### config.mk
export PLATFORM = sky130hd
export DESIGN_NAME = sram_async_ctrl
export DESIGN_NICKNAME = d
export VERILOG_FILES = /design/src/rtl/sram_async_ctrl.sv
export SDC_FILE = /design/constraint.sdc
export NUM_CORES = 1
export LEC_CHECK = 0
export BUFFER_PORTS_ARGS = -buffer_cell sky130_fd_sc_hd__buf_2
export CORE_MARGIN = 10
export CORE_UTILIZATION = 52
export DETAILED_ROUTE_END_ITERATION = 8
export GPL_ROUTABILITY_DRIVEN = 0
export PLACE_DENSITY = 0.84
export SLEW_MARGIN = 40
export SYNTH_ARGS = -nofsm -noshare
export SYNTH_HDL_FRONTEND = slang
export SYNTH_SLANG_ARGS = --single-unit
### constraint.sdc
create_clock -name clk -period 3.6 [get_ports clk]
set_clock_uncertainty 0.2 [all_clocks]
set_input_delay 0.72 -clock clk [delete_from_list [all_inputs] [get_ports clk]]
set_output_delay 0.72 -clock clk [all_outputs]
set_load 0.02 [all_outputs]
### src/rtl/sram_async_ctrl.sv
module sram_async_ctrl #(
  parameter int ADDR_W        = 20,
  parameter int DATA_W        = 4,
  parameter int CLK_PERIOD_NS = 10,
  parameter int T_RC_NS       = 12,
  parameter int T_WC_NS       = 12,
  parameter int T_HZ_NS       = 6
) (
  input  logic              clk,
  input  logic              rst_n,
  input  logic              req_valid,
  output logic              req_ready,
  input  logic              req_write,
  input  logic [ADDR_W-1:0] req_addr,
  input  logic [DATA_W-1:0] req_wdata,
  output logic [DATA_W-1:0] rsp_rdata,
  output logic              rsp_valid,
  output logic              sram_cs_n,
  output logic              sram_oe_n,
  output logic              sram_we_n,
  output logic [ADDR_W-1:0] sram_addr,
  output logic [DATA_W-1:0] sram_dq_out,
  input  logic [DATA_W-1:0] sram_dq_in,
  output logic              sram_dq_oe
);
  localparam int RD_RAW = (T_RC_NS + CLK_PERIOD_NS - 1) / CLK_PERIOD_NS;
  localparam int WP_RAW = (T_WC_NS + CLK_PERIOD_NS - 1) / CLK_PERIOD_NS;
  localparam int HZ_RAW = (T_HZ_NS + CLK_PERIOD_NS - 1) / CLK_PERIOD_NS;
  localparam int RD_CYC = (RD_RAW < 1) ? 1 : RD_RAW;
  localparam int WP_CYC = (WP_RAW < 1) ? 1 : WP_RAW;
  localparam int HZ_CYC = (HZ_RAW < 1) ? 1 : HZ_RAW;
  localparam int MAX_AB = (RD_CYC > WP_CYC) ? RD_CYC : WP_CYC;
  localparam int MAX_C  = (MAX_AB > HZ_CYC) ? MAX_AB : HZ_CYC;
  localparam int CNT_W  = $clog2(MAX_C + 1);

  typedef enum logic [2:0] {S_IDLE, S_RD, S_WR, S_HOLD, S_TA} state_t;

  state_t           state;
  logic [CNT_W-1:0] cnt;

  assign req_ready = (state == S_IDLE);

  always_ff @(posedge clk or negedge rst_n) begin
    if (!rst_n) begin
      state       <= S_IDLE;
      cnt         <= '0;
      sram_cs_n   <= 1'b1;
      sram_oe_n   <= 1'b1;
      sram_we_n   <= 1'b1;
      sram_dq_oe  <= 1'b0;
      sram_addr   <= '0;
      sram_dq_out <= '0;
      rsp_rdata   <= '0;
      rsp_valid   <= 1'b0;
    end else begin
      rsp_valid <= 1'b0;
      case (state)
        S_IDLE: if (req_valid) begin
          sram_addr   <= req_addr;
          sram_dq_out <= req_wdata;
          cnt         <= '0;
          sram_cs_n   <= 1'b0;
          if (req_write) begin
            state      <= S_WR;
            sram_we_n  <= 1'b0;
            sram_dq_oe <= 1'b1;
          end else begin
            state     <= S_RD;
            sram_oe_n <= 1'b0;
          end
        end
        S_RD: if (cnt == CNT_W'(RD_CYC - 1)) begin
          rsp_rdata <= sram_dq_in;
          rsp_valid <= 1'b1;
          sram_cs_n <= 1'b1;
          sram_oe_n <= 1'b1;
          cnt       <= '0;
          state     <= S_TA;
        end else cnt <= cnt + 1'b1;
        S_WR: if (cnt == CNT_W'(WP_CYC - 1)) begin
          sram_we_n <= 1'b1;
          sram_cs_n <= 1'b1;
          state     <= S_HOLD;
        end else cnt <= cnt + 1'b1;
        S_HOLD: begin
          sram_dq_oe <= 1'b0;
          cnt        <= '0;
          state      <= S_TA;
        end
        S_TA: if (cnt == CNT_W'(HZ_CYC - 1)) state <= S_IDLE;
              else cnt <= cnt + 1'b1;
        default: state <= S_IDLE;
      endcase
    end
  end
endmodule

---- Word-level counts from Yosys, hierarchy flattened ----
Cells that the tools add are included.
word-level totals
  memory bits (read-only) ................. 0
  memories ................................ 0
  latch bits .............................. 0
  output and inout port bits .............. 34
  bits in registers ....................... 38
  bits in writable memories ............... 0
operators by class
  shift operators ......................... 0
  equality and inequality tests ........... 14
  add/sub/neg operators ................... 1
  multiplexer cells ....................... 25
  bitwise operators ....................... 0
  div/mod/pow operators ................... 0
  reduce and logical (&&, ||, !) cells .... 16
  magnitude comparators ................... 0
  multiply operators ...................... 0
operators by type and width
  kind                 count
  $reduce_and 4->1     4
  $pmux 3 s5           1
  $ne 2x2->1 const B   7
  $mux 3               4
  $mux 1               10
  $mux 2               5
  $pmux 2 s5           1
  $pmux 1 s2           4
  $reduce_bool 2->1    4
  $eq 3x2->1 const B   2
  $reduce_and 3->1     2
  $reduce_bool 5->1    1
  $ne 2x1->1 const B   2
  $reduce_and 2->1     2
  $eq 3x1->1 const B   1
  $eq 3x3->1 const B   1
  $logic_not 3->1      1
  $add 2x1->2 const B  1
  $eq 2x1->1 const B   1
  $logic_not 2->1      1
  $reduce_or 2->1      1

---- Depth between registers and ports, before layout ----
  word-level depth ........................ 4
  depth in mapped cells ................... 6

---- Least setup slack after synthesis ----
No wires, ideal clock.
  kind .................................... register -> register
  start ................................... register state[2]
  end ..................................... register sram_addr[0]
  arrival ................................. 1,508 ps
  cell stages (with the launch flop) ...... 6
  path slack .............................. 1,767 ps
  clock period less this slack ............ 1,833 ps
  path through ............................ dfrtp_1 > nor3_2 > and2_1 > buf_6 > buf_12 > mux2_4
between the ends
  cells in the longest elaborated chain, start to end .. 2
RTL lines
  what                        RTL line  source
  from (decl)                 38        state_t state;
  from (signal assigned)      45        state <= S_IDLE;
  from (signal assigned)      64        state <= S_WR;
  from (signal assigned)      68        state <= S_RD;
  $logic_not 3->1             n/a
  net req_ready               12        output logic req_ready,
  $reduce_and 2->1 (no line)  n/a
  to (signal assigned)        59        sram_addr <= req_addr;
  to (decl)                   21        output logic [ADDR_W-1:0] sram_addr,
The timed path passes the listed nets, and every way through them passes these cells.
A chain may end at the register's enable or synchronous reset.

---- Worst setup path in the final report ----
  start ................................... register state[2]
  end ..................................... output port req_ready
between the ends
  cells in the longest elaborated chain, start to end .. 1
RTL lines
  what             RTL line  source
  $logic_not 3->1  41        assign req_ready = (state == S_IDLE);
  to (decl)        12
No other way between the ends.

==> impl_metrics.csv <==
group,metric,value,unit
grt,maximum_number_of_pins_on_one_net_before_global_route_repair,39,
power,static-leakage-power,1.054,nW
synthesis,post_synth.cell_area_avg,14.45,um2
floorplanning,top_level_ports,66,
critical_path,end_kind,"output pin",
grt,grt_remaining_overflow,0,
timing,max_clock_freq,0.4450,GHz
synthesis,netlist-cell-type-count,28,
critical_path,critical-path-slowest-cell,"sky130_fd_sc_hd__dfrtp_1",
routing,drt_iter0_drc,30,
synthesis,synthCells,118,
cells_and_area,finalCoreUtilization,68.19,%
clock_network,cts-htree-levels,2,
cells_and_area,layout-drive-gt1-share,57.75,%
place,dp_hpwl,3019,um
routing,routed_wl,3833,um
cells_and_area,layout.area.seq,954.7,um2
cells_and_area,area_delta_synth_final,24.06,%
critical_path,r2r_cells,5,
timing,slew_headroom,69.45,%
floorplanning,die_h,77.27,um
grt,groute.usage.overall,13.29,%
synthesis,ys_seq_elements,38,
routing,vias_per_cell,5.082,
grt,grt_antenna_before_repair,0,
critical_path,cell_family_with_most_cp_delay,"flip-flops",
clock_network,ctsRootBufferMaster,"sky130_fd_sc_hd__clkbuf_4",
routing,dr_total_vias,1174,
run_status,status,"completed",
cells_and_area,most_common_library_cell_in_the_layout_ignoring_fill_and_taps,"sky130_fd_sc_hd__buf_2",
synthesis,synth.yosys.seq_area_share,55.98,%
cells_and_area,finalNetCount,221,
power,cellPowerDensity,1002,nW/um2
timing,period_share,62.42,%
critical_path,crit_cells,2,
critical_path,slowest_delay,0.53,ns
clock_network,cts.sink_count,38,
cells_and_area,area_taken_by_multi_input_logic_gates,666.9,um2
worst_hold_path,path_type_of_the_worst_min_delay_path,"in2async",
clock_network,clock_transition_at_the_registers_of_the_reported_paths,0.11,ns
clock_network,clock_insertion_delay_worst_skew,0.33,ns
clock_network,cts_tree,"done",
place,numPortBuffers,65,
timing,report.final.setup_viol,0,
timing,tightest_slew,0.4583,ns
clock_network,clock_buffers_created_by_tritoncts,5,
routing,firstDrtPassIters,6,
clock_network,cts.hold.buffers_added,0,
timing,timing_hold_violations_final,0,
critical_path,critical_path_class,"reg2out",
critical_path,worst_ep_arrival_time,1.33,ns
routing,avgRoutedWirePerCell,16.59,um
floorplanning,num_rows,20,
timing,setup_repair_after_global_routing_missed_its_margin,"no",
floorplanning,die_area,5970,um2
grt,first_pass_grt_wire_length,6389,um
power,worst_ir_drop_vdd,478.5,uV
critical_path,crit_chain,"nor3_2, buf_2",
synthesis,syn_nets,153,
timing,post-route-min-period,2.247,ns
cells_and_area,commonest_cells_after_routing_fill_and_taps_aside,"sky130_fd_sc_hd__buf_2, sky130_fd_sc_hd__dfrtp_1, sky130_fd_sc_hd__mux2_4",
routing,drc,0,
timing,final-max-slew-violation-count,0,
synthesis,yosys_warnings,0,
grt,first_global_vias,1322,
critical_path,worstPathBufferInverterCount,1,
cells_and_area,n_fill_cell,248,
clock_network,post_cts.resized_instances,0,
clock_network,postCtsSetupRepairBufs,0,
synthesis,synth.cell_area,1705,um2
floorplanning,effective_utilization_at_floorplan,54.96,%
floorplanning,floorplan.core_area,3103,um2
floorplanning,die_width,77.27,um
routing,antenna_left,0,
clock_network,ctsLongestPathBuffers,2,
flow_run,drv_cap,0,
critical_path,critPathLaunchType,"flop",
cells_and_area,antenna-diode-count,0,
critical_path,path_max_fanout,12,
critical_path,cp_data_required_time,2.68,ns
timing,timing.setup.tns,0,ns
==> cell families (layout without fill, tap and decap cells) <==
kind of cell | after synthesis | count (layout) | share of synthesized area [%]
compound gates | 20 | 20 | 7.191
xor+xnor | 1 | 1 | 0.5137
fa+ha+maj | 3 | 3 | 2.201
buf+inv | 11 | 80 | 4.916
flops | 38 | 38 | 55.98
mux | 29 | 29 | 23.48
simple gates | 16 | 16 | 5.723
==> sequential cells by signal (all words and copies together) (netlist names) <==
| name | flops |
|---|---|
| sram_addr | 20 |
| rsp_rdata | 4 |
| sram_dq_out | 4 |
| state | 3 |
| cnt | 2 |
| rsp_valid | 1 |
| sram_cs_n | 1 |
| sram_dq_oe | 1 |
| sram_oe_n | 1 |
| sram_we_n | 1 |
==> cells in the mapped netlist (all sizes together) <==
cell	count	share of area, %
mux2i	1	0.59
nand2b	2	0.73
xnor2	1	0.51
nand2	5	1.1
dfrtp	35	51
nor3	2	1.5
a21o	1	0.44
a41oi	1	0.51
o31ai	1	0.44
inv	5	1.1
ha	3	2.2
nor2	3	0.66
a211oi	1	0.44
nand3b	3	1.3
o21ai	4	1.2
a21oi	8	2.3
buf	6	3.8
dfstp	3	4.6
a31oi	2	0.73
and2	1	0.37
mux2	28	23
o221ai	1	0.51
o311a	1	0.59
==> where the power goes <==
part / internal (mW) / total [mW] / leakage, nW / switching (mW)
clock: 0.144 / 0.280 / 0.0450 / 0.136
combinational: 0.485 / 1.05 / 0.560 / 0.561
sequential: 0.643 / 0.795 / 0.448 / 0.151
total: 1.27 / 2.12 / 1.05 / 0.848
==> layout make-up <==
cell class	count	share of cell area (%)
flip-flops and latches	38	45.12
multi-input cells	69	31.52
repair buffers	67	16.20
well taps	44	2.602
clock inverters	3	1.892
clock buffers	5	1.774
inverters	5	0.8870
==> worst paths after layout <==
path / startpoint / to / slack [ns]
max in group asynchronous: rst_n / sram_oe_n / 2.73
min in group clk: cnt[0] / cnt[0] / 0.29
max reg2reg: cnt[1] / rsp_rdata[0] / 1.71
min reg2reg: cnt[0] / cnt[0] / 0.29
max: state[2] / req_ready / 1.35
min: rst_n / sram_addr[3] / 0.12
==> per-layer routing <==
layer / global-route usage (%) / wire length, um / vias up
li1: - / - / 553
met1: 14.50 / 1615 / 565
met2: 21.74 / 1821 / 54
met3: 7.576 / 381 / 2
met4: 3.285 / 14 / 0
met5: 0 / 0 / -
==> worst reg2reg max path, cell delays in order (launching register included) <==
cell	delay, ns
sky130_fd_sc_hd__dfrtp_1	0.40
sky130_fd_sc_hd__inv_1	0.09
sky130_fd_sc_hd__ha_1	0.30
sky130_fd_sc_hd__inv_1	0.13
sky130_fd_sc_hd__nor3_4	0.30
sky130_fd_sc_hd__mux2_2	0.38
==> metrics by stage <==
step | setup slack (ns) | instances | hold WS, ns | power, mW | area [um2]
floorplan | 1.767 | 118 | 0.2244 | 1.563 | 1705
global placement | 1.694 | 223 | 0.2585 | 1.808 | 2036
detailed placement | 1.665 | 223 | 0.2840 | 1.863 | 2036
CTS | 1.336 | 231 | 0.2743 | 2.149 | 2113
global route | 1.224 | 231 | 0.1242 | 2.264 | 2116
finish | 1.353 | 231 | 0.1244 | 2.120 | 2116
(Power assumes the default switching activity.)
